### config.mk
export PLATFORM = sky130hd
export DESIGN_NAME = sdma_link_host
export DESIGN_NICKNAME = d
export VERILOG_FILES = /design/src/rtl/sdma_pkg.sv /design/src/rtl/sdma_req_rx.sv /design/src/rtl/sdma_arb.sv /design/src/rtl/sdma_gnt_tx.sv /design/src/rtl/sdma_link_host.sv
export SDC_FILE = /design/constraint.sdc
export NUM_CORES = 1
export LEC_CHECK = 0
export ABC_AREA = 1
export CAP_MARGIN = 20
export CORE_ASPECT_RATIO = 2
export CORE_MARGIN = 2
export CORE_UTILIZATION = 55
export CTS_BUF_LIST = sky130_fd_sc_hd__clkbuf_4
export CTS_CLUSTER_SIZE = 40
export DETAILED_ROUTE_END_ITERATION = 6
export PLACE_DENSITY = 0.92
export SLEW_MARGIN = 20
export SYNTH_ARGS = -nofsm -noshare
export SYNTH_HDL_FRONTEND = slang
export SYNTH_SLANG_ARGS = --single-unit
export TNS_END_PERCENT = 50
### constraint.sdc
create_clock -name clk -period 2.65 [get_ports clk]
set_clock_uncertainty 0.2 [all_clocks]
set_input_delay 0.53 -clock clk [delete_from_list [all_inputs] [get_ports clk]]
set_output_delay 0.53 -clock clk [all_outputs]
set_load 0.05 [all_outputs]
### src/rtl/sdma_pkg.sv
package sdma_pkg;
  localparam int NCH     = 8;
  localparam int CW      = $clog2(NCH);
  localparam int CASCADE = 4;
  localparam int SFW     = 2;
  localparam int STW     = SFW * (NCH - 1);
  localparam logic [SFW-1:0] STYLE_SERIAL = 2'b01;

  typedef enum logic [1:0] {TX_IDLE, TX_SEND, TX_WAIT} tx_state_t;

  // Style field index for a channel; the cascade channel owns no field.
  function automatic int field_of(input int c);
    return (c < CASCADE) ? c : c - 1;
  endfunction

  function automatic logic [NCH-1:0] elig_mask(input logic [STW-1:0] style);
    logic [NCH-1:0] m;
    for (int c = 0; c < NCH; c++) begin
      if (c == CASCADE) m[c] = 1'b0;
      else m[c] = (style[field_of(c)*SFW +: SFW] == STYLE_SERIAL);
    end
    return m;
  endfunction

  function automatic logic [CW-1:0] lowest_idx(input logic [NCH-1:0] v);
    logic [CW-1:0] r;
    r = '0;
    for (int i = NCH - 1; i >= 0; i--) if (v[i]) r = CW'(i);
    return r;
  endfunction
endpackage

### src/rtl/sdma_req_rx.sv
module sdma_req_rx
  import sdma_pkg::*;
(
  input  logic           clk,
  input  logic           rst_n,
  input  logic           req_line,
  output logic           frame_done,
  output logic [NCH-1:0] frame_bits
);
  logic           armed;
  logic           rx;
  logic [CW-1:0]  slot;
  logic [NCH-1:0] sr;

  assign frame_done = rx && (slot == CW'(NCH - 1));
  assign frame_bits = {req_line, sr[NCH-1:1]};

  always_ff @(posedge clk or negedge rst_n) begin
    if (!rst_n) begin
      armed <= 1'b0;
      rx    <= 1'b0;
      slot  <= '0;
      sr    <= '0;
    end else if (rx) begin
      sr <= {req_line, sr[NCH-1:1]};
      if (frame_done) begin
        rx    <= 1'b0;
        armed <= 1'b0;
      end else begin
        slot <= slot + 1'b1;
      end
    end else if (req_line) begin
      armed <= 1'b1;
    end else if (armed) begin
      rx    <= 1'b1;
      armed <= 1'b0;
      slot  <= '0;
    end
  end
endmodule

### src/rtl/sdma_arb.sv
module sdma_arb
  import sdma_pkg::*;
#(
  parameter int NPAIR = 2,
  localparam int PW = (NPAIR > 1) ? $clog2(NPAIR) : 1
)(
  input  logic [NPAIR*NCH-1:0] pend,
  input  logic [NCH-1:0]       elig,
  output logic                 any,
  output logic [PW-1:0]        sel_pair,
  output logic [CW-1:0]        sel_chan
);
  logic [NCH-1:0] chan_hit;

  always_comb begin
    chan_hit = '0;
    for (int p = 0; p < NPAIR; p++) chan_hit = chan_hit | pend[p*NCH +: NCH];
    chan_hit = chan_hit & elig;
  end

  assign any      = |chan_hit;
  assign sel_chan = lowest_idx(chan_hit);

  always_comb begin
    sel_pair = '0;
    for (int p = NPAIR - 1; p >= 0; p--)
      if (pend[p*NCH + int'(sel_chan)]) sel_pair = PW'(p);
  end
endmodule

### src/rtl/sdma_gnt_tx.sv
module sdma_gnt_tx
  import sdma_pkg::*;
#(
  parameter int NPAIR = 2,
  localparam int PW = (NPAIR > 1) ? $clog2(NPAIR) : 1
)(
  input  logic             clk,
  input  logic             rst_n,
  input  logic             launch,
  input  logic [PW-1:0]    launch_pair,
  input  logic [CW-1:0]    launch_chan,
  input  logic             done_in,
  output logic [NPAIR-1:0] gnt_n,
  output logic             busy,
  output logic [PW-1:0]    cur_pair,
  output logic [CW-1:0]    cur_chan,
  output logic             done_ev
);
  tx_state_t       st;
  logic            line_lvl;
  logic [CW-1:0]   sh;
  logic [1:0]      left;

  assign busy    = (st != TX_IDLE);
  assign done_ev = (st == TX_WAIT) && done_in;

  for (genvar p = 0; p < NPAIR; p++) begin : g_line
    assign gnt_n[p] = (cur_pair == PW'(p)) ? line_lvl : 1'b1;
  end

  always_ff @(posedge clk or negedge rst_n) begin
    if (!rst_n) begin
      st       <= TX_IDLE;
      line_lvl <= 1'b1;
      sh       <= '0;
      left     <= '0;
      cur_pair <= '0;
      cur_chan <= '0;
    end else begin
      case (st)
        TX_IDLE: if (launch) begin
          st       <= TX_SEND;
          line_lvl <= 1'b0;
          sh       <= launch_chan;
          left     <= 2'(CW);
          cur_pair <= launch_pair;
          cur_chan <= launch_chan;
        end
        TX_SEND: if (left != 2'd0) begin
          line_lvl <= sh[0];
          sh       <= sh >> 1;
          left     <= left - 1'b1;
        end else begin
          line_lvl <= 1'b1;
          st       <= TX_WAIT;
        end
        TX_WAIT: if (done_in) st <= TX_IDLE;
        default: st <= TX_IDLE;
      endcase
    end
  end
endmodule

### src/rtl/sdma_link_host.sv
module sdma_link_host
  import sdma_pkg::*;
#(
  parameter int NPAIR = 2,
  localparam int PW = (NPAIR > 1) ? $clog2(NPAIR) : 1
)(
  input  logic                 clk,
  input  logic                 rst_n,
  input  logic [NPAIR-1:0]     req_n,
  input  logic [STW-1:0]       chan_style,
  input  logic                 bus_gnt,
  input  logic                 xfer_done,
  output logic [NPAIR-1:0]     gnt_n,
  output logic                 bus_req,
  output logic [NPAIR*NCH-1:0] pend,
  output logic                 grant_valid,
  output logic [PW-1:0]        grant_pair,
  output logic [CW-1:0]        grant_chan
);
  logic [NCH-1:0] elig;
  logic           any;
  logic [PW-1:0]  sel_pair;
  logic [CW-1:0]  sel_chan;
  logic           launch;
  logic           done_ev;

  assign elig = elig_mask(chan_style);

  for (genvar p = 0; p < NPAIR; p++) begin : g_pair
    logic           fdone;
    logic [NCH-1:0] fbits;
    logic [NCH-1:0] set_v;
    logic [NCH-1:0] clr_v;

    sdma_req_rx u_rx (
      .clk(clk), .rst_n(rst_n), .req_line(req_n[p]),
      .frame_done(fdone), .frame_bits(fbits)
    );

    assign set_v = fdone ? (fbits & elig) : '0;
    assign clr_v = (done_ev && grant_pair == PW'(p)) ? (NCH'(1) << grant_chan) : '0;

    always_ff @(posedge clk or negedge rst_n) begin
      if (!rst_n) pend[p*NCH +: NCH] <= '0;
      else        pend[p*NCH +: NCH] <= (pend[p*NCH +: NCH] & ~clr_v) | set_v;
    end
  end

  sdma_arb #(.NPAIR(NPAIR)) u_arb (
    .pend(pend), .elig(elig), .any(any),
    .sel_pair(sel_pair), .sel_chan(sel_chan)
  );

  assign launch  = !grant_valid && bus_gnt && any;
  assign bus_req = !grant_valid && any;

  sdma_gnt_tx #(.NPAIR(NPAIR)) u_tx (
    .clk(clk), .rst_n(rst_n), .launch(launch),
    .launch_pair(sel_pair), .launch_chan(sel_chan), .done_in(xfer_done),
    .gnt_n(gnt_n), .busy(grant_valid), .cur_pair(grant_pair),
    .cur_chan(grant_chan), .done_ev(done_ev)
  );
endmodule

# [Word level (Yosys, flattened, before mapping)]
# Index checks and enable logic that the tools add are counted.
[classes] shift=1 n_addsub=4 muxes=56 n_bitwise=11 magnitude_cmp=2 n_eq_ne=21 n_reduce_logical=22
[ops] cell="3-bit two-way mux" n=18
[ops] cell="8-bit AND" n=5
[ops] cell="32-bit by 6-bit < comparator with 1-bit output (second input constant)" n=1
[ops] cell="8-bit two-way mux" n=4
[ops] cell="8-bit OR" n=3
[ops] cell="1-bit two-way mux" n=23
[ops] cell="2-bit by 1-bit equality test with 1-bit output (second input constant)" n=8
[ops] cell="8-bit NOT" n=2
[ops] cell="2-bit != test (second input constant)" n=7
[ops] cell="3-bit AND reduction" n=4
[ops] cell="2-bit two-way mux" n=5
[ops] cell="2-bit nonzero test" n=5
[ops] cell="1-bit logical AND" n=8
[ops] cell="8-bit OR reduction" n=1
[ops] cell="1-bit by 3-bit left shift with 8-bit output (first input constant)" n=1
[ops] cell="3-bit by 1-bit adder with 3-bit output (second input constant)" n=2
[ops] cell="3-bit equality test (second input constant)" n=2
[ops] cell="2-bit by 1-bit != test with 1-bit output (second input constant)" n=3
[ops] cell="2-bit one-hot mux with 3 select lines" n=1
[ops] cell="3-bit one-hot mux with 2 select lines" n=1
[ops] cell="4-bit by 3-bit adder with 5-bit output (first input constant)" n=1
[ops] cell="3-bit by 5-bit < comparator with 1-bit output (second input constant)" n=1
[ops] cell="1-bit binary-select mux with 4-bit select" n=1
[ops] cell="2-bit one-hot mux with 2 select lines" n=1
[ops] cell="8 further kinds" n=9
[word_totals] out_inout_bits=24 input_bits=20 reg_bits=54 word_cells=133

# [Depth between registers and ports, before layout]
# Gate-level depths: netlist of the first run.
[depth] ltp_word=16 ltp_mapped=13

# [By module]
# A second synthesis of the first run with hierarchy kept.
[unflattened] hier_cells=348 hier_area_um2=2743.9
[modules_own_cells] mod="sdma_req_rx" cells_each=56 seq_area_each_um2=300.3 area_each_um2=516.7 instances=2
[modules_own_cells] mod="sdma_link_host" cells_each=103 seq_area_each_um2=400.4 area_each_um2=774.5 instances=1
[modules_own_cells] mod="sdma_gnt_tx" cells_each=71 seq_area_each_um2=301.5 area_each_um2=584.3 instances=1
[modules_own_cells] mod="sdma_arb" cells_each=62 seq_area_each_um2=0.0 area_each_um2=351.6 instances=1

# [Worst setup path after synthesis of the first run]
# Ideal clock, no wire load.
[synth_timing] path_kind="reg2out" startpoint="register pend[15]" endpoint="output bus_req" path_buffers=0 path_stages_with_launch=5 t_arrival_ns=1.401 path_slack_ns=0.519 required_ns=1.920 cell_sequence="dfrtp_1 > nor2_1 > o21ai_2 > nor2_1 > a21oi_4"
[synth_via] elab_chain_cells=4
[synth_rtl] item="from (decl)" line_no="sdma_link_host.sv:15" source="output logic [NPAIR*NCH-1:0] pend,"
[synth_rtl] item="from (signal, indexed assignment)" line_no="sdma_link_host.sv:45" source="else pend[p*NCH +: NCH] <= (pend[p*NCH +: NCH] & ~clr_v) | set_v;"
[synth_rtl] item="8-bit OR" line_no="sdma_arb.sv:17" source="for (int p = 0; p < NPAIR; p++) chan_hit = chan_hit | pend[p*NCH +: NCH];"
[synth_rtl] item="8-bit AND" line_no="sdma_arb.sv:18" source="chan_hit = chan_hit & elig;"
[synth_rtl] item="8-bit OR reduction" line_no="sdma_arb.sv:21" source="assign any = |chan_hit;"
[synth_rtl] item="1-bit logical AND" line_no="sdma_link_host.sv:55" source="assign bus_req = !grant_valid && any;"
[synth_rtl] item="to (decl)" line_no="sdma_link_host.sv:14" source="output logic bus_req,"
# No other way between the ends.

# [Final worst setup path of the first run]
[layout_timing] startpoint="input chan_style[4]" endpoint="output bus_req"
[layout_via] elab_chain_cells=4
[layout_rtl] item="from (decl)" line_no="sdma_link_host.sv:10" source="input logic [STW-1:0] chan_style,"
[layout_rtl] item="2-bit by 1-bit equality test with 1-bit output" line_no="sdma_pkg.sv:20" source="else m[c] = (style[field_of(c)*SFW +: SFW] == STYLE_SERIAL);"
[layout_rtl] item="8-bit AND" line_no="sdma_arb.sv:18"
[layout_rtl] item="8-bit OR reduction" line_no="sdma_arb.sv:21"
[layout_rtl] item="1-bit logical AND" line_no="sdma_link_host.sv:55"
# No other way between the ends.

==> metrics.yaml, run 1 <==
grt-ovfl-total: 0
grt_pass1_wl_mm: 9.60
cp_max_fo: 2
first_pass_iters: 4
synth.top_cell.area_share_pct: 50.7
cts_root_buf: "clkbuf_4"
grt_pass1_vias: 2181
met1_length_mm: 2.01
dp_slack_ns: 0.0968
grt_use_total_pct: 24.6
final_max_slew_viol_count: 0
hold_slack_ns: 0.284
outcome: "completed"
vias: 2177
period_needed_ns: 2.56
synth_edf_count: 0
fmax_mhz: 390
critical_path.max_stage_delay_ns: 0.45
dp_hpwl_mm: 4.46
areaGrowthSynthToFinish_pct: 23.8
yosysSeqAreaShare_pct: 51.7
die_area_um2: 5170
synthArstFlopShare_pct: 100
crit_family: "buffers and inverters"
syn_avg_cell_area_um2: 8.54
regToRegSetupSlack_ns: 0.84
rows: 34
vias_per_cell: 5.43
cp_num_buf_inv: 3
die_width_um: 51.9
syn-num-nets: 320
design_area_um2: 3120
cp-start-kind: "primary input"
drive_above_1_share_pct: 8.65
tightest_slew_ns: 0.517
place_congestion: 0.938
setup-tns-final_ns: 0
cts_resized: 0
maxUsedRoutingLayer: "met4"
hold_violations: 0
crit_type: "primary input to primary output"
clock_sinks: 52
yosysMostFrequentCell: "nand2_1"
wl_mm: 5.62
diodes: 0
dr_wl_met2_mm: 3.23
io_buffers: 43
irDropWorstVdd_v: 0.00116
yosys_most_used_dff: "dfrtp_1"
regArea_um2: 1300
worst_path_max_delay_cell: "clkdlybuf4s50_1"
fillers: 335
min_period_over_period_pct: 96.8
r2r-start: "pend[1]"
met3WireLength_um: 217
p_per_area_nw_per_um2: 1310
synth_area_leaders: "dfrtp_1, nand2_1, inv_1, o21ai_0, o31ai_1"
path_cells: "clkdlybuf4s50_1 > inv_1 > nor2_1 > o21ai_1 > nand2_2 > nor2_4 > a21oi_4 > buf_12"
rsz0062_at_grt: "false"
startpoint: "chan_style[4]"
timing.final.ws_setup_ns: 0.0858
multi_input_area_um2: 991
ant_nets: 0
initial_utilization_pct: 57.5
ys_ff_latch: 52
cts_max_level: 2
clk_latency_ns: 0.37
slew-limit-headroom_pct: 65.5
end_kind: "primary output"
place_area_um2: 3030
antenna_found_initial: 0
hold_path.class: "flip-flop to flip-flop"
wire_per_inst_um: 14.0
cts_tree: "done"
final_nets: 371
leakage_nw: 1.49
arrival_ns: 1.83
fp.coreArea_um2: 4380
clk_pin_slew_ns: 0.14
grt_max_degree: 25
required_ns: 1.92
drv_cap: 0
syn_inst: 295
clock_path_buffers: 2
synth.cell_area_um2: 2520
numCtsBuffers: 5
dr.first_iter.drc_count: 48
synthTopCellsByCount: "nand2_1, inv_1, dfrtp_1, o21ai_0, nor2_1"
setup_violations: 0
drc: 0
yosys.area.top_type: "dfrtp_1"
ys_warn_count: 0
die_h_um: 99.7
io_pins: 44
min_from: "u_tx.left[0]"
synth_cell_types: 29
-- layout by cell type (no fill, tap or decap), types with 2 or more instances in the layout --
cell type / synthesis / final
nor2_1: 20 / 20
o21ai_0: 33 / 33
nand2_2: 3 / 3
o31ai_1: 14 / 14
a22o_1: 4 / 4
inv_2: 3 / 3
nand3_1: 16 / 16
o21ai_1: 4 / 4
dfrtp_1: 51 / 51
inv_1: 55 / 55
nand2_4: 3 / 3
a31oi_1: 3 / 3
nand2_1: 56 / 56
nor2_4: 2 / 2
a21oi_1: 7 / 7
clkbuf_4: 0 / 5
ha_1: 5 / 5
buf_4: 0 / 2
clkdlybuf4s50_1: 0 / 41
nor2_2: 3 / 3
-- area by class of cell --
type | instances | area share (%)
clock inverter | 3 | 1.36
multi-input combinational | 183 | 31.8
timing repair buffer | 46 | 14.8
inverter | 58 | 6.98
clock buffer | 5 | 1.20
tap | 54 | 2.17
sequential | 52 | 41.8
-- metrics by stage --
stage / total power, mW / std cells / utilization, %
global route: 4.39 / 401 / 71.2
CTS: 4.10 / 401 / 71.2
floorplan: 2.95 / 295 / -
detailed placement: 3.66 / 392 / 69.1
finish: 4.09 / 401 / 71.2
global placement: 3.58 / 392 / 69.1
-- logic make-up (layout without fill, tap and decap cells) --
kind of cell             count (synthesis)  count (layout)  share of synthesized area [%]
AND/OR/NAND/NOR                        106             106                           19.0
AO/OA/AOI/OAI                           72              72                           17.9
buffers and inverters                   60             112                           8.94
flip-flops                              52              52                           51.7
adder cells (fa/ha/maj)                  5               5                           2.48
-- sequential cells by signal (all words and copies together), names as in the netlist --
register / count
g_pair.u_rx.armed: 2
g_pair.u_rx.rx: 2
g_pair.u_rx.slot: 6
g_pair.u_rx.sr: 14
pend: 16
u_tx.cur_chan: 3
u_tx.cur_pair: 1
u_tx.left: 2
u_tx.line_lvl: 1
u_tx.sh: 3
u_tx.st: 2
-- metal layers --
layer / GRT usage, % / vias to the layer above
li1: - / 1059
met1: 27.7 / 1034
met2: 44.6 / 69
met3: 2.70 / 15
met4: 10.7 / 0
met5: 0 / -
-- power breakdown --
group          total (mW)  leakage, nW  internal, mW  switching, mW
registers            1.50        0.646          1.16          0.341
clock network       0.439       0.0428         0.197          0.241
logic                2.15        0.804         0.744           1.41
-- timing repair --
| action | in CTS | in global routing |
|---|---|---|
| hold endpoints to repair | 22 | 0 |
| hold buffers | 1 | 0 |
| buffers inserted | 0 | 0 |
| endpoints found under the setup margin | 0 | 0 |
-- final timing paths --
| path | cells after the start | to |
|---|---|---|
| worst min-delay path | 1 | u_tx.left[0] |
| worst max-delay path | 8 | bus_req |
| min in group asynchronous | 2 | u_tx.cur_chan[2] |
| max in group asynchronous | 3 | u_tx.line_lvl |
| worst min register to register | 1 | u_tx.left[0] |
| worst max register to register | 10 | u_tx.cur_pair |
(Power assumes the default switching activity.)
==> run 2: changes to the inputs <==
--- a/config.mk
+++ b/config.mk
@@ -11,8 +11,10 @@
 export CORE_MARGIN = 2
 export CORE_UTILIZATION = 55
 export CTS_BUF_LIST = sky130_fd_sc_hd__clkbuf_4
+export CTS_CLUSTER_DIAMETER = 100
 export CTS_CLUSTER_SIZE = 40
 export DETAILED_ROUTE_END_ITERATION = 6
+export HOLD_SLACK_MARGIN = 0.02
 export PLACE_DENSITY = 0.92
 export SLEW_MARGIN = 20
 export SYNTH_ARGS = -nofsm -noshare
==> results of run 2 <==
The final DEF is identical to that of run 1; final timing and power are the same.
==> run 3: changes to the inputs <==
--- a/config.mk
+++ b/config.mk
@@ -8,14 +8,14 @@
 export ABC_AREA = 1
 export CAP_MARGIN = 20
 export CORE_ASPECT_RATIO = 2
-export CORE_MARGIN = 2
+export CORE_MARGIN = 4
 export CORE_UTILIZATION = 55
 export CTS_BUF_LIST = sky130_fd_sc_hd__clkbuf_4
 export CTS_CLUSTER_DIAMETER = 100
 export CTS_CLUSTER_SIZE = 40
 export DETAILED_ROUTE_END_ITERATION = 6
 export HOLD_SLACK_MARGIN = 0.02
-export PLACE_DENSITY = 0.92
+export PLACE_DENSITY_LB_ADDON = 0.3
 export SLEW_MARGIN = 20
 export SYNTH_ARGS = -nofsm -noshare
 export SYNTH_HDL_FRONTEND = slang
==> run 3 against run 2 <==
Wire length fell by 1.9%; cell area rose by 0.48%; critical endpoint is now grant_valid; sequential share of layout area fell by 0.20 points; global-route usage fell by 4.1 points; largest power group unchanged; combinational power barely moved; clock-buffer cell count did not move; first-iteration DRC count rose by 23%; core utilization rose by 0.34 points; critical path type is now flip-flop to primary output; non-clock buffer count did not move; flip-flop and latch count did not move; worst setup slack improved by 0.0051 ns.
==> metrics.yaml, run 3 (same netlist as run 1, synthesis figures left out) <==
hold_path_depth: 1  # unchanged
hold_violations: 0  # unchanged
wire_per_inst_um: 13.8  # -1.9%
io_pins: 44  # unchanged
tightest_slew_ns: 0.628  # +0.110 ns
critical_path.max_stage_delay_ns: 0.82  # +0.37 ns
setup_violations: 0  # unchanged
io_buffers: 43  # unchanged
min_period_over_period_pct: 96.6  # -0.19 points
min_delay_worst_endpoint: "u_tx.left[0]"
cp_max_fo: 4  # +2
outcome: "completed"
clock_sinks: 52  # unchanged
rr_endpoint: "u_tx.cur_pair"
required_ns: 1.92  # about the same
setup-tns-final_ns: 0  # unchanged
final_common_cell: "nand2_1"
p_per_area_nw_per_um2: 1300  # -1.1%
die_h_um: 104  # +4.0%
cts_root_buf: "clkbuf_4"
final_nets: 371  # unchanged
cp_num_buf_inv: 2  # -1
min_from: "u_tx.left[0]"
place_congestion: 0.868  # -7.5%
fp.coreArea_um2: 4380  # unchanged
arrival_ns: 1.83  # about the same
largest_reg_flops: 16  # unchanged
period_needed_ns: 2.56  # -0.00511 ns
initial_utilization_pct: 57.5  # unchanged
top_register: "pend"
diodes: 0  # unchanged
ant_nets: 0  # unchanged
clk_latency_ns: 0.37  # about the same
grt_max_degree: 28  # +12%
numCtsBuffers: 5  # unchanged
hold_path.class: "flip-flop to flip-flop"
place_area_um2: 3040  # +0.41%
die_width_um: 55.9  # +7.7%
vias_per_cell: 5.31  # -2.3%
slew-limit-headroom_pct: 58.2  # -7.3 points
cp-start-kind: "flip-flop"
crit_family: "buffers and inverters"
dp_hpwl_mm: 4.42  # -0.80%
path_cells: "inv_1 > nand2_1 > clkdlybuf4s50_1"
drc: 0  # unchanged
final_max_slew_viol_count: 0  # unchanged
irDropWorstVdd_v: 0.000794  # -32%
dr.first_iter.drc_count: 59  # +23%
r2r_cells: 10  # unchanged
leakage_nw: 1.50  # +0.17%
worst_path_max_delay_cell: "clkdlybuf4s50_1"
post-cts-setup-buffers: 0  # unchanged
grt_pass1_vias: 2176  # -0.23%
grt_use_total_pct: 20.5  # -4.1 points
first_pass_iters: 4  # unchanged
antenna_found_initial: 0  # unchanged
areaGrowthSynthToFinish_pct: 24.4
cts_max_level: 2  # unchanged
r2r-start: "pend[1]"
postLayoutCoreUtil_pct: 71.5  # +0.34 points
cts_tree: "done"
clk_pin_slew_ns: 0.14  # about the same
crit_type: "flip-flop to primary output"
die_area_um2: 5790  # +12%
drive_above_1_share_pct: 9.22  # +0.58 points
rows: 34  # unchanged
rsz0062_at_grt: "false"
design_area_um2: 3130  # +0.48%
grt-ovfl-total: 0  # unchanged
regToRegSetupSlack_ns: 0.82  # -0.02 ns
top_regs: "pend x16, g_pair.u_rx.sr x14, g_pair.u_rx.slot x6"
fmax_mhz: 391  # +0.20%
end_kind: "primary output"
final_cell_mix: "nand2_1, inv_1, dfrtp_1, clkdlybuf4s50_1, o21ai_0"
clock_path_buffers: 2  # unchanged
vias: 2128  # -2.3%
grt_pass1_wl_mm: 9.55  # -0.57%
drv_cap: 0  # unchanged
wl_mm: 5.52  # -1.9%
run 3: cell count changes in the layout (fill, tap and decap cells not counted), sizes merged:
cell,previous run,this run
clkinv,2,1
clkinvlp,0,1
run 3: area by class of cell:
cell class	count	area, um2
clock inverters	3	42.5
inverters	58	218
well taps	54	67.6
flip-flops and latches	52	1300
multi-input cells	183	993
repair buffers	46	473
clock buffers	5	37.5
fillers	352	1250
run 3: how the worst max path moves through the flow:
stage | end | from | slack, ns | cells after the start
after floorplan | bus_req | pend[15] | 0.52 | 4
after global placement | bus_req | chan_style[4] | 0.10 | 8
after detailed placement | bus_req | chan_style[4] | 0.09 | 8
after CTS | gnt_n[0] | u_tx.line_lvl | 0.07 | 3
after global routing | grant_valid | u_tx.st[1] | 0.02 | 3
final | grant_valid | u_tx.st[1] | 0.09 | 3
run 3: stage by stage:
stage / std cells / hold slack, ns / setup WS (ns) / total power, mW
after floorplan: 295 / 0.0344 / 0.519 / 2.95
after global placement: 392 / 0.252 / 0.104 / 3.59
after detailed placement: 392 / 0.259 / 0.0909 / 3.65
after CTS: 401 / 0.287 / 0.0652 / 4.10
after global routing: 401 / 0.314 / 0.0164 / 4.38
final: 401 / 0.285 / 0.0909 / 4.07
run 3: what timing repair did:
item / in CTS / in global routing
setup endpoints to repair: 0 / 1
gates resized for setup: 0 / 1
hold buffers: 1 / 0
hold endpoints to repair: 25 / 0
run 3: where the power goes:
part	total, mW	internal (mW)	switching (mW)
clock network	0.443	0.197	0.246
logic	2.14	0.746	1.40
registers	1.48	1.16	0.322
total	4.07	2.10	1.97
run 3: metal layers:
metal	share of wire [%]	GRT usage, %
met5	0	0
met4	3.1	8.32
met3	4.0	3.49
met2	56	39.3
met1	37	21.0
